[config.mk]
export PLATFORM = sky130hd
export DESIGN_NAME = wram_ctrl
export DESIGN_NICKNAME = d
export VERILOG_FILES = /design/src/rtl/wram_pkg.sv /design/src/rtl/wram_phase_timer.sv /design/src/rtl/wram_delay_line.sv /design/src/rtl/wram_protect_reg.sv /design/src/rtl/wram_ctrl.sv
export SDC_FILE = /design/constraint.sdc
export NUM_CORES = 1
export LEC_CHECK = 0
export ABC_AREA = 1
export BUFFER_PORTS_ARGS = -buffer_cell sky130_fd_sc_hd__clkbuf_2
export CAP_MARGIN = 20
export CORE_MARGIN = 2
export CORE_UTILIZATION = 45
export CTS_CLUSTER_SIZE = 10
export DETAILED_ROUTE_END_ITERATION = 8
export GPL_TIMING_DRIVEN = 0
export PLACE_DENSITY = 0.65
export SETUP_SLACK_MARGIN = 0.5
export SYNTH_ARGS = -nofsm -noshare
export SYNTH_HDL_FRONTEND = slang
export SYNTH_SLANG_ARGS = --single-unit
[constraint.sdc]
create_clock -name clk -period 1.7 [get_ports clk]
set_clock_uncertainty 0.2 [all_clocks]
set_input_delay 0.34 -clock clk [delete_from_list [all_inputs] [get_ports clk]]
set_output_delay 0.34 -clock clk [all_outputs]
set_load 0.05 [all_outputs]
[src/rtl/wram_pkg.sv]
package wram_pkg;

    // One snapshot of the host bus while M2 is high
    typedef struct packed {
        logic       rw;
        logic       romsel_n;
        logic       a0;
        logic       a13;
        logic       a14;
        logic [1:0] d;
    } bus_s;

    function automatic int max2(input int a, input int b);
        return (a > b) ? a : b;
    endfunction

endpackage

[src/rtl/wram_phase_timer.sv]
// Counts reference edges spent in the current M2 phase (high or low).
module wram_phase_timer #(
    parameter int CW = 4
) (
    input  logic          clk,
    input  logic          rst_n,
    input  logic          m2,
    output logic [CW-1:0] hi_cnt,
    output logic [CW-1:0] lo_cnt
);
    localparam logic [CW-1:0] SAT = '1;

    typedef struct packed {
        logic [CW-1:0] hi;
        logic [CW-1:0] lo;
    } st_t;

    st_t st_d, st_q;

    always_comb begin
        st_d = st_q;
        if (m2) begin
            st_d.lo = '0;
            if (st_q.hi != SAT) st_d.hi = st_q.hi + 1'b1;
        end else begin
            st_d.hi = '0;
            if (st_q.lo != SAT) st_d.lo = st_q.lo + 1'b1;
        end
    end

    always_ff @(posedge clk or negedge rst_n) begin
        if (!rst_n) st_q <= '0;
        else        st_q <= st_d;
    end

    assign hi_cnt = st_q.hi;
    assign lo_cnt = st_q.lo;
endmodule

[src/rtl/wram_delay_line.sv]
// One output that asserts ON edges into the M2 high phase (if requested)
// and releases OFF edges into the M2 low phase.
module wram_delay_line #(
    parameter int CW  = 4,
    parameter int ON  = 6,
    parameter int OFF = 1
) (
    input  logic          clk,
    input  logic          rst_n,
    input  logic          m2,
    input  logic          req,
    input  logic [CW-1:0] hi_cnt,
    input  logic [CW-1:0] lo_cnt,
    output logic          act
);
    localparam logic [CW-1:0] ON_M1  = CW'(ON - 1);
    localparam logic [CW-1:0] OFF_M1 = CW'(OFF - 1);

    typedef struct packed {
        logic act;
    } st_t;

    st_t st_d, st_q;

    always_comb begin
        st_d = st_q;
        if (m2) st_d.act = req && (hi_cnt >= ON_M1);
        else    st_d.act = st_q.act && (lo_cnt < OFF_M1);
    end

    always_ff @(posedge clk or negedge rst_n) begin
        if (!rst_n) st_q <= '0;
        else        st_q <= st_d;
    end

    assign act = st_q.act;
endmodule

[src/rtl/wram_protect_reg.sv]
// Two-bit RAM protect register, committed when M2 falls.
module wram_protect_reg
    import wram_pkg::*;
#(
    parameter logic [1:0] RST_VAL = 2'b00
) (
    input  logic       clk,
    input  logic       rst_n,
    input  logic       m2,
    input  bus_s       bus,
    output logic [1:0] prot
);
    typedef struct packed {
        logic       m2;
        bus_s       bus;
        logic [1:0] prot;
    } st_t;

    st_t  st_d, st_q;
    logic hit;

    always_comb begin
        st_d    = st_q;
        st_d.m2 = m2;
        if (m2) st_d.bus = bus;
        hit = !st_q.bus.rw && !st_q.bus.romsel_n && !st_q.bus.a14
              && st_q.bus.a13 && st_q.bus.a0;
        if (st_q.m2 && !m2 && hit) st_d.prot = st_q.bus.d;
    end

    always_ff @(posedge clk or negedge rst_n) begin
        if (!rst_n) begin
            st_q      <= '0;
            st_q.prot <= RST_VAL;
        end else begin
            st_q <= st_d;
        end
    end

    assign prot = st_q.prot;
endmodule

[src/rtl/wram_ctrl.sv]
module wram_ctrl
    import wram_pkg::*;
#(
    parameter int         CE_ON_CYC   = 6,
    parameter int         CE_OFF_CYC  = 1,
    parameter int         WE_ON_CYC   = 9,
    parameter int         WE_OFF_CYC  = 1,
    parameter int         M2D_ON_CYC  = 5,
    parameter int         M2D_OFF_CYC = 4,
    parameter logic [1:0] PROT_RST    = 2'b00
) (
    input  logic       clk,
    input  logic       rst_n,
    input  logic       m2,
    input  logic       cpu_rw,
    input  logic       romsel_n,
    input  logic       cpu_a0,
    input  logic       cpu_a13,
    input  logic       cpu_a14,
    input  logic [1:0] cpu_d_hi,
    output logic       ram_ce,
    output logic       ram_ce_n,
    output logic       ram_we_n,
    output logic       m2_dly
);
    localparam int MAXD = max2(max2(max2(CE_ON_CYC, CE_OFF_CYC), max2(WE_ON_CYC, WE_OFF_CYC)),
                               max2(M2D_ON_CYC, M2D_OFF_CYC));
    localparam int CW   = $clog2(MAXD + 1);
    localparam int NOUT = 3;
    localparam int ON_T  [NOUT] = '{CE_ON_CYC, WE_ON_CYC, M2D_ON_CYC};
    localparam int OFF_T [NOUT] = '{CE_OFF_CYC, WE_OFF_CYC, M2D_OFF_CYC};

    logic [CW-1:0]   hi_cnt, lo_cnt;
    logic [1:0]      prot;
    logic [NOUT-1:0] req, act;
    logic            win, allow;
    bus_s            bus;

    always_comb begin
        bus     = '{rw: cpu_rw, romsel_n: romsel_n, a0: cpu_a0,
                    a13: cpu_a13, a14: cpu_a14, d: cpu_d_hi};
        win     = romsel_n && cpu_a14 && cpu_a13;
        allow   = prot[1] && (cpu_rw || !prot[0]);
        req[0]  = win && allow;
        req[1]  = !cpu_rw;
        req[2]  = 1'b1;
    end

    wram_phase_timer #(.CW(CW)) u_timer (
        .clk(clk), .rst_n(rst_n), .m2(m2), .hi_cnt(hi_cnt), .lo_cnt(lo_cnt)
    );

    wram_protect_reg #(.RST_VAL(PROT_RST)) u_prot (
        .clk(clk), .rst_n(rst_n), .m2(m2), .bus(bus), .prot(prot)
    );

    for (genvar i = 0; i < NOUT; i++) begin : g_dly
        wram_delay_line #(.CW(CW), .ON(ON_T[i]), .OFF(OFF_T[i])) u_dly (
            .clk(clk), .rst_n(rst_n), .m2(m2), .req(req[i]),
            .hi_cnt(hi_cnt), .lo_cnt(lo_cnt), .act(act[i])
        );
    end

    assign ram_ce   = act[0];
    assign ram_ce_n = !act[0];
    assign ram_we_n = !act[1];
    assign m2_dly   = act[2];
endmodule

==> results.py, run 1 <==
metrics = {
    "critical_path": {
        "critPathCaptureType": "output port",
        "reg2reg_depth": 5,
        "arrival_ns": 0.97,
        "crit_path_start_kind": "register",
        "critical_path_required_ns": 1.16,
        "critPathMaxFanout": 2,
        "path_class": "reg2out",
    },
    "power": {
        "clkPwrFrac": 0.249,
        "power_mw": 0.974,
        "p_switching_mw": 0.278,
        "ir_drop_v": 0.000545,
        "p_seq_frac": 0.582,
        "p_comb_frac": 0.169,
        "p_int_mw": 0.696,
        "leakage_nw": 0.626,
        "swShare": 0.285,
        "power_density_nw_per_um2": 728,
    },
    "clocking": {
        "clk_latency_ns": 0.30,
        "clk_path_buf_depth": 2,
        "cts_tree": "built",
        "ctsHtreeMaxLevel": 1,
        "clkTransAtPathRegs_ns": 0.12,
        "numCtsBuffers": 3,
        "clockRootBuffer": "clkbuf_4",
        "clock-sinks": 21,
    },
    "finish": {
        "insertedDiodeCount": 0,
        "area_growth_pct": 35.5,
        "finalNonFillerCells": 161,
        "nets": 149,
        "fillerInstances": 162,
        "layout-drive-gt1-share": 0.425,
        "design_area_sq_um": 1340,
    },
    "route": {
        "drtIter0Drc": 12,
        "wl_per_cell_um": 12.3,
        "drc": 0,
        "vias_per_cell": 4.93,
        "firstDrtPassIters": 4,
        "num_vias": 794,
        "ant_nets": 0,
        "routed_wl_um": 1980,
    },
    "global_route": {
        "grt_busiest_layer": "met2",
        "antenna_found_initial": 0,
        "gr-total-overflow": 0,
        "grt_usage": 0.174,
        "met3_usage": 0.0292,
        "grt_pass1_wl_um": 3410,
        "grt_use_met2": 0.298,
        "grt_util_met1": 0.227,
        "grt_pass1_vias": 798,
        "grt_start_max_net_pins": 22,
    },
    "run_status": {
        "outcome": "finished, final reports clean",
    },
    "flow_run": {
        "cap_violations": 0,
    },
    "synth": {
        "synth.distinct_cells": 19,
        "synth_compound_area_frac": 0.0798,
        "yosys.area_share.simple": 0.250,
        "synthXorXnorAreaFrac": 0,
        "synth_cells": 112,
        "synth_fa_ha_area_frac": 0.0507,
        "ys_warn_count": 0,
        "synthMuxAreaShare": 0,
        "yosys.area.top_type": "dfrtp_1",
        "ys_ff_latch": 21,
        "synth_area_sq_um": 987,
        "synthesis.nets": 126,
        "synth_top_area_frac": 0.532,
        "synth_top_family_by_area": "simple AND/OR/NAND/NOR gates",
        "seq_area_frac_synth": 0.532,
        "syn_avg_cell_area_sq_um": 8.81,
        "synth_area_leaders": "dfrtp_1, nand2_1, inv_1",
    },
    "place": {
        "place_area_sq_um": 1100,
        "port_buffers": 13,
        "place_ws_ns": 0.385,
        "place.gp.congestion": 0.770,
        "dp.final_hpwl_um": 1270,
        "placedCellCount": 152,
    },
    "floorplanning": {
        "core_sq_um": 2020,
        "io_pins": 14,
        "die_h_um": 50.8,
        "die_area_sq_um": 2580,
        "die_w_um": 50.8,
        "start_util": 0.488,
        "row_count": 16,
    },
    "timing": {
        "post-route-period-util": 0.886,
        "finalSetupViolations": 0,
        "fin_crit_ns": 1.51,
        "tns_ns": 0,
        "fmax_mhz": 664,
        "worst_slack_ns": 0.194,
        "rsz0062_at_grt": "yes",
        "hold_violations": 0,
        "drv_slew": 0,
        "max_slew.worst_pin.slew_ns": 0.469,
        "relSlewSlack": 0.687,
    },
    "worst_hold_path": {
        "worstHoldPathType": "in2reg",
        "hold_depth": 2,
    },
}
-- state kept, by name, indices dropped and copies added, names as in the netlist --
| register | flops |
|---|---|
| u_timer.hi_cnt | 4 |
| g_dly.u_dly.act | 3 |
| u_timer.lo_cnt | 4 |
| u_prot.st_q | 8 |
| u_prot.prot | 2 |
-- per-layer routing --
metal | wire, um | part of all wire
met5 | 0 | 0
met2 | 1010 | 0.51
met3 | 55 | 0.028
met1 | 903 | 0.46
met4 | 10 | 0.0051
-- critical path, stage by stage, from the launching register on --
cell and delay, ns:
dfrtp_2 0.44, clkinvlp_4 0.08, clkbuf_16 0.15
-- final timing paths --
kind / start / end / slack [ns]
max in group asynchronous: rst_n / u_timer.lo_cnt[2] / 0.65
max reg2reg: u_timer.hi_cnt[0] / u_timer.hi_cnt[3] / 0.44
min in group asynchronous: rst_n / u_timer.hi_cnt[1] / 0.31
min: cpu_rw / g_dly[1].u_dly.act / 0.02
max: g_dly[0].u_dly.act / ram_ce_n / 0.19
min reg2reg: u_prot.st_q[2] / u_prot.st_q[2] / 0.30
-- cells in the final DEF (no fill, tap or decap), types with 2 or more instances in the layout --
cell type,netlist,routed
a21oi_2,0,2
buf_4,1,2
buf_6,1,3
buf_8,0,2
clkbuf_2,0,8
clkbuf_4,0,4
dfrtp_1,21,18
dfrtp_2,0,3
dlygate4sd3_1,0,2
ha_4,0,4
inv_1,15,7
inv_2,0,6
nand2_1,30,24
nand2_2,2,7
nand2_4,1,2
nand3_1,9,7
nor2_1,7,5
nor2_4,2,3
o21ai_0,10,4
o21ai_1,1,7
-- logic make-up after synthesis --
| kind of cell | count (synthesis) |
|---|---|
| flip-flops | 21 |
| adder cells (fa/ha/maj) | 4 |
| AND/OR/NAND/NOR | 54 |
| AO/OA/AOI/OAI | 15 |
| buffers and inverters | 18 |
-- repair_timing --
action / in CTS / in global routing
hold buffers: 2 / 0
pin swaps: 5 / 14
buffers inserted: 3 / 0
gates cloned: 0 / 0
endpoints found under the hold margin: 22 / 0
resized for setup: 28 / 24
setup endpoints to repair: 15 / 26
-- Yosys cell counts (all sizes together) --
library cell / count
o21a: 1
nand4: 1
inv: 16
dfrtp: 21
a21oi: 2
nor3: 2
nor2: 9
ha: 4
nand3: 9
o21ai: 11
a31oi: 1
nand2: 33
buf: 2
-- per-stage QoR --
| step | hold slack [ns] | utilization |
|---|---|---|
| floorplan | -0.156 | - |
| global placement | 0.141 | 0.542 |
| detailed placement | 0.143 | 0.542 |
| CTS | 0.0116 | 0.627 |
| global route | 0.0141 | 0.662 |
| finish | 0.0220 | 0.662 |
-- power groups by stage --
| stage | clock network (mW) | logic (mW) | registers, mW |
|---|---|---|---|
| global route | 0.271 | 0.187 | 0.571 |
| CTS | 0.249 | 0.149 | 0.560 |
| global placement | 0 | 0.112 | 0.567 |
| floorplan | 0 | 0.0725 | 0.567 |
| detailed placement | 0 | 0.115 | 0.567 |
| finish | 0.242 | 0.165 | 0.567 |
-- layout make-up --
| cell class | instances | area, sq um | share of cell area |
|---|---|---|---|
| inverter | 16 | 73.8 | 0.0552 |
| timing repair buffer | 18 | 158 | 0.118 |
| clock buffer | 3 | 22.5 | 0.0168 |
| clock inverter | 1 | 5.00 | 0.00374 |
| sequential | 21 | 529 | 0.396 |
| multi-input combinational | 73 | 497 | 0.371 |
| buffer | 2 | 18.8 | 0.0140 |
| tap | 27 | 33.8 | 0.0253 |
(Power assumes the default switching activity.)
==> run 2, diff against run 1 <==
PLACE_DENSITY = 0.64   (was 0.65)
SETUP_SLACK_MARGIN = 0.02   (was 0.5)
==> run 2 against run 1 <==
Compared with the run above:
- wire length shrank 15%
- design area decreased by 15%
- worst setup slack worse by 0.057 ns
- count of clock-buffer cells in the layout grew 1
- core utilization down 10 points
- power fell by 7.6%
- critical path depth grew 7
- die area stayed put
- clock power is 6% lower
- sequential cell count unchanged
- via count shrank 7.3%
- critical endpoint is now u_prot.prot[1]
- largest cell class unchanged
- largest power group unchanged
==> results.py, run 2 (synthesis gave the netlist of run 1 again) <==
metrics = {
    "finish": {
        "largest_reg_flops": 8,
        "area_growth_pct": 14.7,
        "insertedDiodeCount": 0,
        "regMostFlops": "u_prot.st_q",
        "layout_commonest_cell": "nand2_1",
        "nets": 146,
        "fillerInstances": 178,
        "layout-drive-gt1-share": 0.183,
        "most-common-layout-cells": "nand2_1, dfrtp_1, inv_1",
    },
    "global_route": {
        "grt_pass1_vias": 727,
        "grt_pass1_wl_um": 3110,
        "grt_start_max_net_pins": 22,
        "antenna_found_initial": 0,
        "grt_usage": 0.160,
        "gr-total-overflow": 0,
    },
    "floorplanning": {
        "row_count": 16,
        "die_w_um": 50.8,
        "die_h_um": 50.8,
        "io_pins": 14,
        "core_sq_um": 2020,
        "die_area_sq_um": 2580,
        "start_util": 0.488,
    },
    "critical_path": {
        "crit_path_start_kind": "primary input",
        "critPathMaxFanout": 10,
        "arrival_ns": 1.56,
        "path_class": "in2reg",
        "critical_path_required_ns": 1.69,
        "critPathCaptureType": "register",
    },
    "clocking": {
        "clk_latency_ns": 0.29,
        "clockRootBuffer": "clkbuf_4",
        "ctsHtreeMaxLevel": 1,
        "numCtsBuffers": 3,
        "cts_setup_buffers": 0,
        "clk_path_buf_depth": 2,
        "clock-sinks": 21,
        "cts_tree": "built",
        "clkTransAtPathRegs_ns": 0.11,
    },
    "power": {
        "leakage_nw": 0.579,
        "ir_drop_v": 0.000388,
        "power_density_nw_per_um2": 795,
    },
    "timing": {
        "drv_slew": 0,
        "fin_crit_ns": 1.56,
        "hold_violations": 0,
        "max_slew.worst_pin.slew_ns": 0.515,
        "rsz0062_at_grt": "no",
        "post-route-period-util": 0.920,
        "relSlewSlack": 0.657,
        "tns_ns": 0,
        "whs_ns": 0.0411,
        "fmax_mhz": 640,
        "finalSetupViolations": 0,
    },
    "route": {
        "ant_nets": 0,
        "wl_per_cell_um": 10.6,
        "drc": 0,
        "firstDrtPassIters": 4,
        "drtIter0Drc": 6,
        "routed_wl_um": 1670,
        "num_vias": 736,
        "vias_per_cell": 4.66,
    },
    "flow_run": {
        "cap_violations": 0,
    },
    "run_status": {
        "outcome": "finished, final reports clean",
    },
    "place": {
        "place.gp.congestion": 0.712,
        "dp.final_hpwl_um": 1280,
        "port_buffers": 13,
    },
    "worst_hold_path": {
        "worstHoldPathType": "in2reg",
    },
}
## run 2: path summary, 6_finish.rpt
check,cells after the start,endpoint,from,slack (ns)
setup / recovery,9,u_prot.prot[1],m2,0.14
hold / removal,3,u_prot.st_q[3],cpu_d_hi[1],0.04
setup reg to reg,5,u_timer.hi_cnt[3],u_timer.hi_cnt[0],0.31
hold reg to reg,2,u_prot.st_q[5],u_prot.st_q[5],0.29
max in group asynchronous,2,u_timer.lo_cnt[3],rst_n,0.61
min in group asynchronous,2,u_prot.st_q[9],rst_n,0.34
## run 2: area by class of cell
cell class              instances  area, sq um  area share
multi-input cells              73          375       0.331
well taps                      27         33.8      0.0298
plain buffers                   2         18.8      0.0166
flip-flops and latches         21          526       0.464
clock buffers                   4         26.3      0.0232
inverters                      16         67.6      0.0597
repair buffers                 15         85.1      0.0751
## run 2: worst max-delay path, stage by stage
cell and delay, ns:
dlygate4sd3_1 0.55, clkbuf_2 0.13, buf_6 0.14, inv_8 0.08, nand2_4 0.05, nor2_4 0.10
nand2_2 0.06, nand2_1 0.06, nand2_1 0.05
## run 2: power breakdown
part / internal, mW / switching (mW) / total [mW]
combinational: 0.0454 / 0.0714 / 0.117
sequential: 0.534 / 0.0227 / 0.557
clock: 0.0910 / 0.136 / 0.227
total: 0.670 / 0.230 / 0.901
## run 2: metrics by stage
| step | instance area, sq um | power (mW) | std cells | setup WS (ns) | util |
|---|---|---|---|---|---|
| floorplan | 987 | 0.638 | 112 | 0.218 | - |
| global placement | 1090 | 0.677 | 152 | 0.342 | 0.537 |
| detailed placement | 1090 | 0.682 | 152 | 0.322 | 0.537 |
| CTS | 1130 | 0.914 | 158 | 0.147 | 0.560 |
| global route | 1130 | 0.959 | 158 | 0.0531 | 0.560 |
| finish | 1130 | 0.901 | 158 | 0.137 | 0.560 |
## run 2: repair_timing
| action | CTS | global route |
|---|---|---|
| resized for setup | 0 | 0 |
| hold buffers | 2 | 0 |
| hold endpoints to repair | 22 | 0 |
## run 2: per-layer routing
metal / global-route usage / vias up / wire length (um)
li1: - / 388 / -
met1: 0.209 / 344 / 801
met2: 0.276 / 4 / 836
met3: 0.0263 / 0 / 35
met4: 0.0405 / 0 / 0
met5: 0 / - / 0
==> run 3, diff against run 2 <==
ABC_AREA = default   (was 1)
==> run 3 against run 2 <==
Compared with the run above:
- fmax increased by 0.94%
- sequential share of layout area increased by 2.6 points
- core utilization is 1.3 points lower
- clock power up 4%
- wire length fell by 12%
- worst hold slack better by 0.028 ns
- power increased by 1.7%
- area after synthesis fell by 6.1%
- via count down 15%
- critical path depth fell by 7
- die area decreased by 5.6%
- sequential power is 3% higher
==> results.py, run 3 <==
metrics = {
    "run_status": {
        "outcome": "finished, final reports clean",
    },
    "global_route": {
        "grt_usage": 0.161,
        "grt_start_max_net_pins": 22,
        "antenna_found_initial": 0,
        "grt_pass1_wl_um": 2970,
        "gr-total-overflow": 0,
        "grt_pass1_vias": 674,
    },
    "finish": {
        "design_area_sq_um": 1070,
        "layout-drive-gt1-share": 0.268,
        "most-common-layout-cells": "dfrtp_1, clkbuf_2, inv_1",
        "regMostFlops": "u_prot.st_q",
        "insertedDiodeCount": 0,
        "area_growth_pct": 15.7,
        "finalNonFillerCells": 124,
        "nets": 112,
        "layout_commonest_cell": "dfrtp_1",
        "largest_reg_flops": 8,
    },
    "synth": {
        "yosys.area.top_type": "dfrtp_1",
        "synth_area_sq_um": 927,
        "synthArstFlopShare": 1.00,
        "ys_ff_latch": 21,
        "synth_area_leaders": "dfrtp_1, mux2_2, ha_1",
        "synth_flop_cell": "dfrtp_1",
        "synth_cells": 78,
        "seq_area_frac_synth": 0.567,
        "synthesis.nets": 92,
        "synth.distinct_cells": 26,
        "synth_edf_count": 0,
        "synth_top_area_frac": 0.567,
        "ys_warn_count": 0,
        "synth_most_common_cell": "dfrtp_1",
        "ys_top_cells_by_count": "dfrtp_1, inv_1, mux2_2",
        "syn_avg_cell_area_sq_um": 11.9,
    },
    "floorplanning": {
        "start_util": 0.473,
        "core_sq_um": 1960,
        "die_area_sq_um": 2440,
        "die_h_um": 49.4,
        "die_w_um": 49.4,
        "row_count": 16,
        "io_pins": 14,
    },
    "critical_path": {
        "reg2reg_from": "u_timer.hi_cnt[0]",
        "setup.worst_path.start": "g_dly[0].u_dly.act",
        "crit_path_start_kind": "register",
        "critPathCaptureType": "output port",
        "arrival_ns": 1.01,
        "path_class": "reg2out",
        "critical_path_required_ns": 1.16,
        "critPathMaxFanout": 2,
    },
    "clocking": {
        "clockRootBuffer": "clkbuf_4",
        "cts_resized": 0,
        "clock-sinks": 21,
        "clk_path_buf_depth": 2,
        "ctsHtreeMaxLevel": 1,
        "numCtsBuffers": 3,
        "clkTransAtPathRegs_ns": 0.12,
        "clk_latency_ns": 0.30,
        "cts_tree": "built",
        "cts_setup_buffers": 0,
    },
    "timing": {
        "worst_slack_ns": 0.151,
        "drv_slew": 0,
        "finalSetupViolations": 0,
        "tns_ns": 0,
        "rsz0062_at_grt": "no",
        "post-route-period-util": 0.911,
        "hold_violations": 0,
        "max_slew.worst_pin.slew_ns": 0.525,
        "fin_crit_ns": 1.55,
        "fmax_mhz": 646,
        "relSlewSlack": 0.650,
    },
    "place": {
        "port_buffers": 13,
        "place_ws_ns": 0.210,
        "placedCellCount": 118,
        "dp.final_hpwl_um": 1080,
        "place_area_sq_um": 1030,
        "place.gp.congestion": 0.691,
    },
    "worst_hold_path": {
        "worstHoldPathType": "in2reg",
        "min_from": "cpu_d_hi[1]",
    },
    "route": {
        "vias_per_cell": 5.02,
        "num_vias": 623,
        "wl_per_cell_um": 11.9,
        "routed_wl_um": 1480,
        "ant_nets": 0,
        "drc": 0,
        "firstDrtPassIters": 2,
        "drtIter0Drc": 1,
    },
    "power": {
        "power_density_nw_per_um2": 854,
        "leakage_nw": 0.509,
        "ir_drop_v": 0.000561,
    },
    "flow_run": {
        "cap_violations": 0,
    },
}
-- run 3: cell types whose count changed after synthesis, moves of 4 or more --
cell	before	now
inv_1	15	7
mux2_2	0	6
nand2_1	30	2
nand3_1	9	5
o21ai_0	10	4
-- run 3: timing repair --
action,4_1_cts,5_1_grt
hold buffers,2,0
endpoints found under the hold margin,22,0
setup endpoints to repair,0,0
-- run 3: metrics by stage --
| step | hold WS (ns) | utilization | power [mW] |
|---|---|---|---|
| after floorplan | -0.156 | - | 0.647 |
| after global placement | 0.136 | 0.523 | 0.684 |
| after detailed placement | 0.139 | 0.523 | 0.690 |
| after CTS | 0.0578 | 0.547 | 0.928 |
| after global routing | 0.0671 | 0.547 | 0.981 |
| final | 0.0695 | 0.547 | 0.916 |
-- run 3: logic make-up (layout without fill, tap and decap cells) --
| kind of cell | count (synthesis) | count (layout) | share of synthesized area |
|---|---|---|---|
| simple gates | 22 | 22 | 0.130 |
| flops | 21 | 21 | 0.567 |
| compound gates | 10 | 10 | 0.0702 |
| mux | 10 | 10 | 0.119 |
| buf+inv | 9 | 28 | 0.0418 |
| fa+ha+maj | 4 | 4 | 0.0540 |
| xor+xnor | 2 | 2 | 0.0189 |
-- run 3: final cells by class --
| class | instances | area (sq um) |
|---|---|---|
| fill | 198 | 890 |
| sequential | 21 | 526 |
| multi-input combinational | 48 | 363 |
| timing repair buffer | 15 | 85.1 |
| tap | 27 | 33.8 |
| clock buffer | 4 | 26.3 |
| inverter | 7 | 26.3 |
| buffer | 2 | 12.5 |
-- run 3: power by group --
group / switching [mW] / internal, mW / total [mW]
clock: 0.143 / 0.0915 / 0.235
combinational: 0.0555 / 0.0539 / 0.109
sequential: 0.0304 / 0.541 / 0.572
-- run 3: path summary, 6_finish.rpt --
path | endpoint | slack, ns | cells past startpoint
min | u_prot.st_q[3] | 0.07 | 2
max reg2reg | u_timer.hi_cnt[1] | 0.31 | 4
max in group asynchronous | u_prot.prot[1] | 0.62 | 2
min reg2reg | g_dly[0].u_dly.act | 0.28 | 1
min in group asynchronous | u_prot.st_q[8] | 0.32 | 2
max | ram_ce_n | 0.15 | 2
-- run 3: routing by layer --
layer	track usage	wire length [um]	vias to the layer above
li1	-	-	309
met1	0.219	743	299
met2	0.245	650	11
met3	0.0368	59	4
met4	0.0694	25	0
met5	0	0	-
-- run 3: critical path: stages (launching register included) --
cell and delay, ns:
dfrtp_1 0.39, inv_1 0.05, clkbuf_2 0.26
